===== src/rtl/selftest_pkg.sv =====
package selftest_pkg;
    localparam int OPND_W = 32;
    localparam int OPC_W  = 3;

    typedef struct packed {
        logic [OPND_W-1:0] opa;
        logic [OPND_W-1:0] opb;
        logic [OPC_W-1:0]  opc;
    } vec_t;

    // Contents loaded into entry i at reset.
    function automatic vec_t default_vec(input int unsigned i);
        vec_t v;
        v.opa = 32'h1000_0000 + OPND_W'(i);
        v.opb = ~v.opa;
        v.opc = OPC_W'(i);
        return v;
    endfunction
endpackage


===== src/rtl/selftest_vec_store.sv =====
module selftest_vec_store
    import selftest_pkg::*;
#(
    parameter int MAX_VEC = 16,
    localparam int IDX_W  = $clog2(MAX_VEC)
) (
    input  logic             clk,
    input  logic             rst,
    input  logic             we,
    input  logic [IDX_W-1:0] waddr,
    input  vec_t             wdata,
    input  logic [IDX_W-1:0] raddr,
    output vec_t             rdata
);
    vec_t mem [MAX_VEC];

    always_ff @(posedge clk) begin
        for (int i = 0; i < MAX_VEC; i++) begin
            if (rst)
                mem[i] <= default_vec(i);
            else if (we && (waddr == IDX_W'(i)))
                mem[i] <= wdata;
        end
    end

    assign rdata = mem[raddr];
endmodule


===== src/rtl/selftest_window.sv =====
module selftest_window #(
    parameter int WIN_W = 16,
    parameter int CNT_W = 5
) (
    input  logic             clk,
    input  logic             rst,
    input  logic [WIN_W-1:0] cfg_win_len,
    input  logic             test_en,
    input  logic             done,
    input  logic [CNT_W-1:0] untested,
    output logic             win_end,
    output logic             stall_req
);
    logic [WIN_W-1:0] win_rem;
    logic             hold;
    logic             trigger;

    assign win_end = (win_rem == WIN_W'(1));
    assign trigger = test_en && !done &&
                     (win_rem <= (WIN_W'(untested) + WIN_W'(1)));
    assign stall_req = (trigger || hold) && !done;

    always_ff @(posedge clk) begin
        if (rst || win_end)
            win_rem <= cfg_win_len;
        else
            win_rem <= win_rem - WIN_W'(1);
    end

    always_ff @(posedge clk) begin
        if (rst || win_end || done)
            hold <= 1'b0;
        else if (trigger)
            hold <= 1'b1;
    end
endmodule


===== src/rtl/selftest_cmp.sv =====
module selftest_cmp
    import selftest_pkg::*;
#(
    parameter int IDX_W = 4
) (
    input  logic              clk,
    input  logic              rst,
    input  logic              chk,
    input  logic [IDX_W-1:0]  chk_idx,
    input  logic [OPND_W-1:0] res_a,
    input  logic [OPND_W-1:0] res_b,
    input  logic              clr,
    output logic              mismatch,
    output logic              fault,
    output logic [IDX_W-1:0]  fault_idx
);
    assign mismatch = chk && (res_a != res_b);

    always_ff @(posedge clk) begin
        if (rst) begin
            fault     <= 1'b0;
            fault_idx <= '0;
        end else begin
            if (mismatch && !fault)
                fault_idx <= chk_idx;
            if (mismatch)
                fault <= 1'b1;
            else if (clr)
                fault <= 1'b0;
        end
    end
endmodule


===== src/rtl/pair_idle_selftest.sv =====
module pair_idle_selftest
    import selftest_pkg::*;
#(
    parameter int MAX_VEC    = 16,
    parameter int WIN_W      = 16,
    parameter int RECENT_CYC = 64,
    localparam int IDX_W     = $clog2(MAX_VEC),
    localparam int CNT_W     = $clog2(MAX_VEC + 1),
    localparam int RECENT_W  = $clog2(RECENT_CYC + 1)
) (
    input  logic              clk,
    input  logic              rst,
    input  logic              wl_valid,
    input  logic              wl_safety,
    input  logic [OPND_W-1:0] wl_opa,
    input  logic [OPND_W-1:0] wl_opb,
    input  logic [OPC_W-1:0]  wl_opc,
    output logic [OPND_W-1:0] alu_opa,
    output logic [OPND_W-1:0] alu_opb,
    output logic [OPC_W-1:0]  alu_opc,
    input  logic [OPND_W-1:0] alu_a_res,
    input  logic [OPND_W-1:0] alu_b_res,
    output logic              test_issue,
    input  logic              tv_we,
    input  logic [IDX_W-1:0]  tv_addr,
    input  logic [OPND_W-1:0] tv_opa,
    input  logic [OPND_W-1:0] tv_opb,
    input  logic [OPC_W-1:0]  tv_opc,
    input  logic [CNT_W-1:0]  cfg_vec_count,
    input  logic [WIN_W-1:0]  cfg_win_len,
    output logic              stall_req,
    input  logic              fault_clr,
    output logic              fault,
    output logic [IDX_W-1:0]  fault_idx,
    output logic              pass_pulse
);
    logic [RECENT_W-1:0] recent_cnt;
    logic [CNT_W-1:0]    issue_idx;
    logic [IDX_W-1:0]    pend_idx;
    logic                pend, done, win_fail, pass_q;
    logic                test_en, all_issued, last_cmp, win_end, mismatch;
    logic [CNT_W-1:0]    untested;
    vec_t                wvec, rvec;

    assign wvec = '{opa: tv_opa, opb: tv_opb, opc: tv_opc};

    selftest_vec_store #(.MAX_VEC(MAX_VEC)) u_store (
        .clk(clk), .rst(rst), .we(tv_we), .waddr(tv_addr), .wdata(wvec),
        .raddr(issue_idx[IDX_W-1:0]), .rdata(rvec)
    );

    assign test_en    = (recent_cnt != '0);
    assign all_issued = (issue_idx >= cfg_vec_count);
    assign untested   = cfg_vec_count - issue_idx;
    assign test_issue = !wl_valid && test_en && !done && !all_issued && !win_end;
    assign last_cmp   = pend && (CNT_W'(pend_idx) == cfg_vec_count - CNT_W'(1));

    selftest_window #(.WIN_W(WIN_W), .CNT_W(CNT_W)) u_win (
        .clk(clk), .rst(rst), .cfg_win_len(cfg_win_len), .test_en(test_en),
        .done(done), .untested(untested), .win_end(win_end), .stall_req(stall_req)
    );

    selftest_cmp #(.IDX_W(IDX_W)) u_cmp (
        .clk(clk), .rst(rst), .chk(pend), .chk_idx(pend_idx),
        .res_a(alu_a_res), .res_b(alu_b_res), .clr(fault_clr),
        .mismatch(mismatch), .fault(fault), .fault_idx(fault_idx)
    );

    // Shared operand bus to both units: workload first, borrowed cycles otherwise.
    always_comb begin
        if (test_issue) begin
            alu_opa = rvec.opa;
            alu_opb = rvec.opb;
            alu_opc = rvec.opc;
        end else begin
            alu_opa = wl_opa;
            alu_opb = wl_opb;
            alu_opc = wl_opc;
        end
    end

    always_ff @(posedge clk) begin
        if (rst)
            recent_cnt <= '0;
        else if (wl_valid && wl_safety)
            recent_cnt <= RECENT_W'(RECENT_CYC);
        else if (test_en)
            recent_cnt <= recent_cnt - RECENT_W'(1);
    end

    always_ff @(posedge clk) begin
        if (rst) begin
            issue_idx <= '0;
            pend      <= 1'b0;
            pend_idx  <= '0;
            done      <= 1'b0;
            win_fail  <= 1'b0;
            pass_q    <= 1'b0;
        end else begin
            pend     <= test_issue;
            pend_idx <= issue_idx[IDX_W-1:0];
            pass_q   <= last_cmp && !win_fail && !mismatch;
            if (win_end) begin
                issue_idx <= '0;
                done      <= 1'b0;
                win_fail  <= 1'b0;
            end else begin
                if (test_issue)
                    issue_idx <= issue_idx + CNT_W'(1);
                if (mismatch)
                    win_fail <= 1'b1;
                if (last_cmp) begin
                    done      <= 1'b1;
                    issue_idx <= '0;
                end
            end
        end
    end

    assign pass_pulse = pass_q;
endmodule


===== config.mk =====
export PLATFORM = sky130hd
export DESIGN_NAME = pair_idle_selftest
export DESIGN_NICKNAME = d
export VERILOG_FILES = /design/src/rtl/selftest_pkg.sv /design/src/rtl/selftest_vec_store.sv /design/src/rtl/selftest_window.sv /design/src/rtl/selftest_cmp.sv /design/src/rtl/pair_idle_selftest.sv
export SDC_FILE = /design/constraint.sdc
export NUM_CORES = 1
export LEC_CHECK = 0
export BUFFER_PORTS_ARGS = -buffer_cell sky130_fd_sc_hd__buf_2
export CAP_MARGIN = 25
export CORE_MARGIN = 2
export CORE_UTILIZATION = 40
export CTS_CLUSTER_DIAMETER = 100
export DETAILED_ROUTE_END_ITERATION = 10
export PLACE_DENSITY_LB_ADDON = 0.15
export SLEW_MARGIN = 20
export SYNTH_ARGS = -nofsm -noshare
export SYNTH_HDL_FRONTEND = slang
export SYNTH_SLANG_ARGS = --single-unit
export TNS_END_PERCENT = 1

===== constraint.sdc =====
create_clock -name clk -period 4.95 [get_ports clk]
set_input_delay 0.2475 -clock clk [delete_from_list [all_inputs] [get_ports clk]]
set_output_delay 0.2475 -clock clk [all_outputs]
set_load 0.1 [all_outputs]

Word-level counts from Yosys, hierarchy flattened
Memory sizes are Yosys's and may differ from the RTL's. A register that Yosys moved wholly into a read port is not among the register bits. Index checks and enable logic that the tools add are counted.

Add/subtract/negate cells: 6. Magnitude comparators: 2. Equality and inequality tests: 18. Multiplexer cells: 76. Bitwise logic cells: 16. Reduce and logical (&&, ||, !) cells: 46.

Operators by type and width (number): 67-bit two-way mux (16); 32-bit two-way mux (2); 1-bit two-way mux (52); 4-bit equality test, second input constant (8); 32-bit inequality test (1); 1-bit logical AND (29); 16-bit by 1-bit equality test with 1-bit output, second input constant (1); 4-bit by 3-bit equality test with 1-bit output, second input constant (4); 16-bit less-or-equal comparator (1); 16-bit two-way mux (1); 1-bit bitwise OR (16); 16-bit by 1-bit subtractor with 16-bit output, second input constant (1); 7-bit two-way mux (2); 4-bit by 2-bit equality test with 1-bit output, second input constant (2); 4-bit two-way mux (2); 1-bit logical NOT (7); 7-bit nonzero test (1); 7-bit by 1-bit subtractor with 7-bit output, second input constant (1); 5-bit by 1-bit adder with 6-bit output, second input constant (1); 5-bit by 1-bit adder with 5-bit output, second input constant (1); 4-bit by 5-bit equality test with 1-bit output (1); 5-bit >= comparator (1); 5-bit by 1-bit subtractor with 5-bit output, second input constant (1); 5-bit subtractor (1); 7 further kinds (11).

Bits in registers: 42. Memory bits (writable): 1072. Input bits: 229. Output and inout port bits: 75. Memories: 1.

Memory list: u_store.mem (words 16, width 67, rd ports 1, clocked after Yosys merged registers in 1, wr ports 16, line selftest_vec_store.sv:15) `vec_t mem [MAX_VEC];`.

Logic depth before layout (Yosys ltp)
Depth after elaboration: 7. Mapped depth: 15. Mapped depth without buffers: 15.

Hierarchy
A second synthesis with hierarchy kept.

Cells, all modules: 3382. Area, all modules: 51483.1 um2.

By module, submodules not included: selftest_vec_store (instances 1, cells each 2992, area each 47773.3 um2); pair_idle_selftest (instances 1, cells each 202, area each 2031.9 um2); selftest_window (instances 1, cells each 124, area each 1109.8 um2); selftest_cmp (instances 1, cells each 64, area each 568.0 um2).

Least setup slack after synthesis
OpenSTA, ideal clock, no wires.

Path type: input -> register. Start point: in tv_addr[1]. End point: mem u_store.mem[8][0] in the netlist's numbering (enable). Library setup time: 0.506 ns. Arrival time: 3.960 ns. Data required time: 4.444 ns. Slack: 0.484 ns. Stages on the path: 4. Buffers on the path: 2. Path through: or2_1 > clkbuf_1 > clkbuf_1 > o21bai_1.

RTL lines: from (decl) (line pair_idle_selftest.sv:25) `input logic [IDX_W-1:0] tv_addr,`; to (decl) (line selftest_vec_store.sv:15).

Final worst setup path
Start point: reg issue_idx[0]. End point: out stall_req.

Word-level cells in the longest chain between the ends: 6.

RTL lines: from (decl) (line pair_idle_selftest.sv:38) `logic [CNT_W-1:0] issue_idx;`; from (signal assigned) (line pair_idle_selftest.sv:109) `issue_idx <= issue_idx + CNT_W'(1);`; 5-bit subtractor (line pair_idle_selftest.sv:54) `assign untested = cfg_vec_count - issue_idx;`; 5-bit by 1-bit adder with 6-bit output (line selftest_window.sv:20) `(win_rem <= (WIN_W'(untested) + WIN_W'(1)));`; 16-bit less-or-equal comparator (line selftest_window.sv:20); 1-bit logical AND (line selftest_window.sv:19) `assign trigger = test_en && !done &&`; 1-bit logical OR (line selftest_window.sv:21) `assign stall_req = (trigger || hold) && !done;`; 1-bit logical AND (line selftest_window.sv:21); to (decl) (line pair_idle_selftest.sv:31) `output logic stall_req,`.

Every way passes these cells.

==> metrics <==
Reg clk slew, reported paths=0.06 ns; setup_tns=0 ns; RR Startpoint=issue_idx[0]$_SDFFE_PP0P_; Static Leak=19.5 nW; outcome=completed; Critical Path RT=4.70 ns; number of synthesized flops with an enable pin=1072; wire length per cell=28.2 um; synthesized flop and latch total=1118; Nets=3747; post-synthesis mux area share=16.2%; drc violations=0; layout cells sized above 1=27.6%; total number of vias=29800; Placement Rows=131; Worst Setup SP=issue_idx[0]$_SDFFE_PP0P_; # port buffers=303; CTS Root Cell=clkbuf_16; final setup vio count=0; drt pass-1 iters=6; Final Hold Violating Endpoints=0; Clock Path Buffers=3; Final ANT Viol Nets=0; flop2flop setup slack=1.69 ns; post-synthesis area per instance=16.1 um2; CTS tree=yes; Slew @ Worst Pin=1.05 ns; Crit path top cell by count=ha_1; Final Skew=0.0100 ns; Gate Count Post-Synth=3199; relative slew slack=30.0%; Arr. time, crit path=4.19 ns; Layout area overhead=15.7%; Synth Area in Compound Gates=0.826%; Vias/cell=5.65; first-pass GRT wire length=216000 um; crit-path max FO=5; max frequency=226 MHz; fin area=59600 um2; total power=25.2 mW; final core utilization=46.6%; Slowest Stage Delay on Critical Path=0.47 ns; clk sinks=1118; Max Cap Viol=0; post-synth top area cell=edfxtp_1; max-slew violations=0; DPL Wire Length=82000 um; Sw Ratio=28.8%; largest net degree at the start of global routing=129; worst min path class=input port to flop; simple-gate share of the synthesized area=14.4%; post-place setup slack=1.28 ns; Tot GR Track Use=22.7%; hold path start=alu_a_res[6]; PnR worst setup slack=0.517 ns; initial antenna violation count=20; worst skew pair latency=0.73 ns; Max VDD drop=0.286 mV; main combinational cell family by area after synthesis=multiplexers; WL final=149000 um; GPL Wtd Cong=0.813; Slowest-stage cell, CP=a2111oi_0; Worst Setup Start Kind=flop; die area=132000 um2; synthesized area=51500 um2; Die Y=363 um; Synth area leaders=edfxtp_1 63%, mux4_2 15%, and2_1 6.5%; vias in the first global route=30800; Overflow after GRT=0; clock network fraction of design power=33.2%; Sequential Power Share=44.7%; H-tree levels=3; adder-cell area share of the yosys netlist=0.476%; XOR/XNOR share of the synthesized area=1.05%; ys async rst share=0%; Psw=7.26 mW; post-layout minimum cycle time=4.43 ns; Hold Path Cell Cnt=7; starting density of the core=40.3%; register area share after synthesis=64.3%; I/O pin count=304; CP Class=flop to primary output; Synth top area share=62.5%; Net Count, Synth=3447; CP Capture Type=primary output; distinct cell type count after synthesis=49; final worst path period share=89.6%; setup repair bufs after CTS=0; Logic pwr share=22.1%; RSZ-0062 raised after global routing=no; clock buffer count from CTS=118; Power Dens Cells=423 nW/um2; ys flop type=edfxtp_1; Synth warnings=0; Core Area=128000 um2; drt initial violations=2974; critical-path cell list=ha_1 > inv_1 > fa_1 > a21o_1 > a21oi_1 > xnor2_1 > nand3_1 > ha_1 > a2111oi_0 > nand2_1 > o21ai_1 > a31oi_1 > nor2_1 > buf_2; r2r worst-path depth=14; Die X=363 um; Internal Power=17.9 mW; placed cell area=55000 um2
-- final timing paths --
| path | to |
|---|---|
| worst max register to register | u_win.hold$_SDFFE_PP0P_ |
| worst max-delay path | stall_req |
| worst min-delay path | u_cmp.fault$_SDFFE_PP0P_ |
| worst min register to register | pass_pulse$_SDFF_PP0_ |
-- critical path, delay by kind of cell (launching register included) --
family | cells | cell delay, ns
xor gates and xnor gates | 1 | 0.18
buffers and inverters | 2 | 0.49
AOI/OAI and AO/OA | 5 | 1.12
and+or+nand+nor | 3 | 0.33
DFF | 1 | 0.42
adders and majority gates | 3 | 0.93
-- Yosys cell counts, types with 3 or more instances --
cell type  instances
a211oi_1           4
a21o_1             4
a21oi_1           10
and2_1           536
and3_1             4
buf_1              4
buf_2             12
buf_6             26
clkbuf_1         256
dfxtp_1           46
edfxtp_1        1072
ha_1              18
inv_1             20
mux2_2            67
mux2i_1            5
mux4_2           335
nand2_1           29
nand2b_1         277
nand3_1           11
nand3b_1           4
nand4_1            8
nor2_1            32
nor2b_1            5
nor3_1            23
nor3b_1            3
nor4_1             5
o21ai_0           10
o21ai_1           10
o21bai_1          13
or3_1            268
xnor2_1           53
xor2_1             9
-- metrics by stage --
stage	hold WS, ns	std cells
after floorplan	0.356	3199
after global placement	0.412	4954
after detailed placement	0.423	4954
after CTS	0.0495	5262
after global routing	0.146	5270
final	0.0963	5273
-- layout make-up --
| class | instances | area (um2) |
|---|---|---|
| Fill cell | 11000 | 68100 |
| Sequential cell | 1118 | 33100 |
| Multi-Input combinational cell | 1762 | 17300 |
| Timing Repair Buffer | 479 | 3370 |
| Clock buffer | 156 | 3190 |
| Tap cell | 1662 | 2080 |
| Clock inverter | 65 | 424 |
| Inverter | 20 | 75.1 |
| Antenna cell | 11 | 27.5 |
-- cells by family after synthesis --
logic type,Yosys count
flip-flops,1118
buffers and inverters,319
multiplexers,407
XOR/XNOR,62
adder cells (fa/ha/maj),19
AND/OR/NAND/NOR,1210
AO/OA/AOI/OAI,64
-- flip-flops by register name, indices dropped and copies added, names as in the netlist, named ones only --
name             cells
u_cmp.fault_idx      4
pass_pulse           1
recent_cnt           7
pend                 1
u_cmp.fault          1
win_fail             1
pend_idx             4
done                 1
u_win.win_rem       16
issue_idx            5
u_store.mem       1072
u_win.hold           1
-- layer usage --
| metal | wire length [um] | GRT usage, % | up-vias |
|---|---|---|---|
| li1 | - | - | 12700 |
| met1 | 63400 | 31.8 | 15800 |
| met2 | 72900 | 37.5 | 1079 |
| met3 | 9500 | 3.22 | 188 |
| met4 | 2690 | 5.43 | 16 |
| met5 | 94 | 0 | - |
-- cell usage in the layout (no fill, tap or decap), types with 25 or more instances in the layout --
cell / count
buf_2: 303
dlygate4sd3_1: 87
clkbuf_16: 121
clkinv_1: 34
mux4_2: 335
and2_1: 536
xnor2_1: 53
mux2_2: 67
edfxtp_1: 1072
buf_12: 25
buf_4: 63
clkbuf_1: 32
nand2_1: 28
dfxtp_1: 42
or3_1: 268
nand2b_1: 274
-- power by group through the flow --
| stage | clock network, mW | registers [mW] | logic, mW |
|---|---|---|---|
| after global routing | 8.87 | 11.3 | 5.89 |
| after floorplan | 0 | 11.3 | 4.33 |
| after CTS | 8.52 | 11.3 | 5.65 |
| after detailed placement | 0 | 11.5 | 5.57 |
| final | 8.37 | 11.2 | 5.56 |
| after global placement | 0 | 11.4 | 5.52 |
-- what timing repair did --
item,in CTS,in global routing
endpoints found under the setup margin,0,0
hold endpoints to repair,1098,0
hold buffers,87,0
gates resized for setup,0,0
No activity file was read; power rests on OpenSTA's default activity.
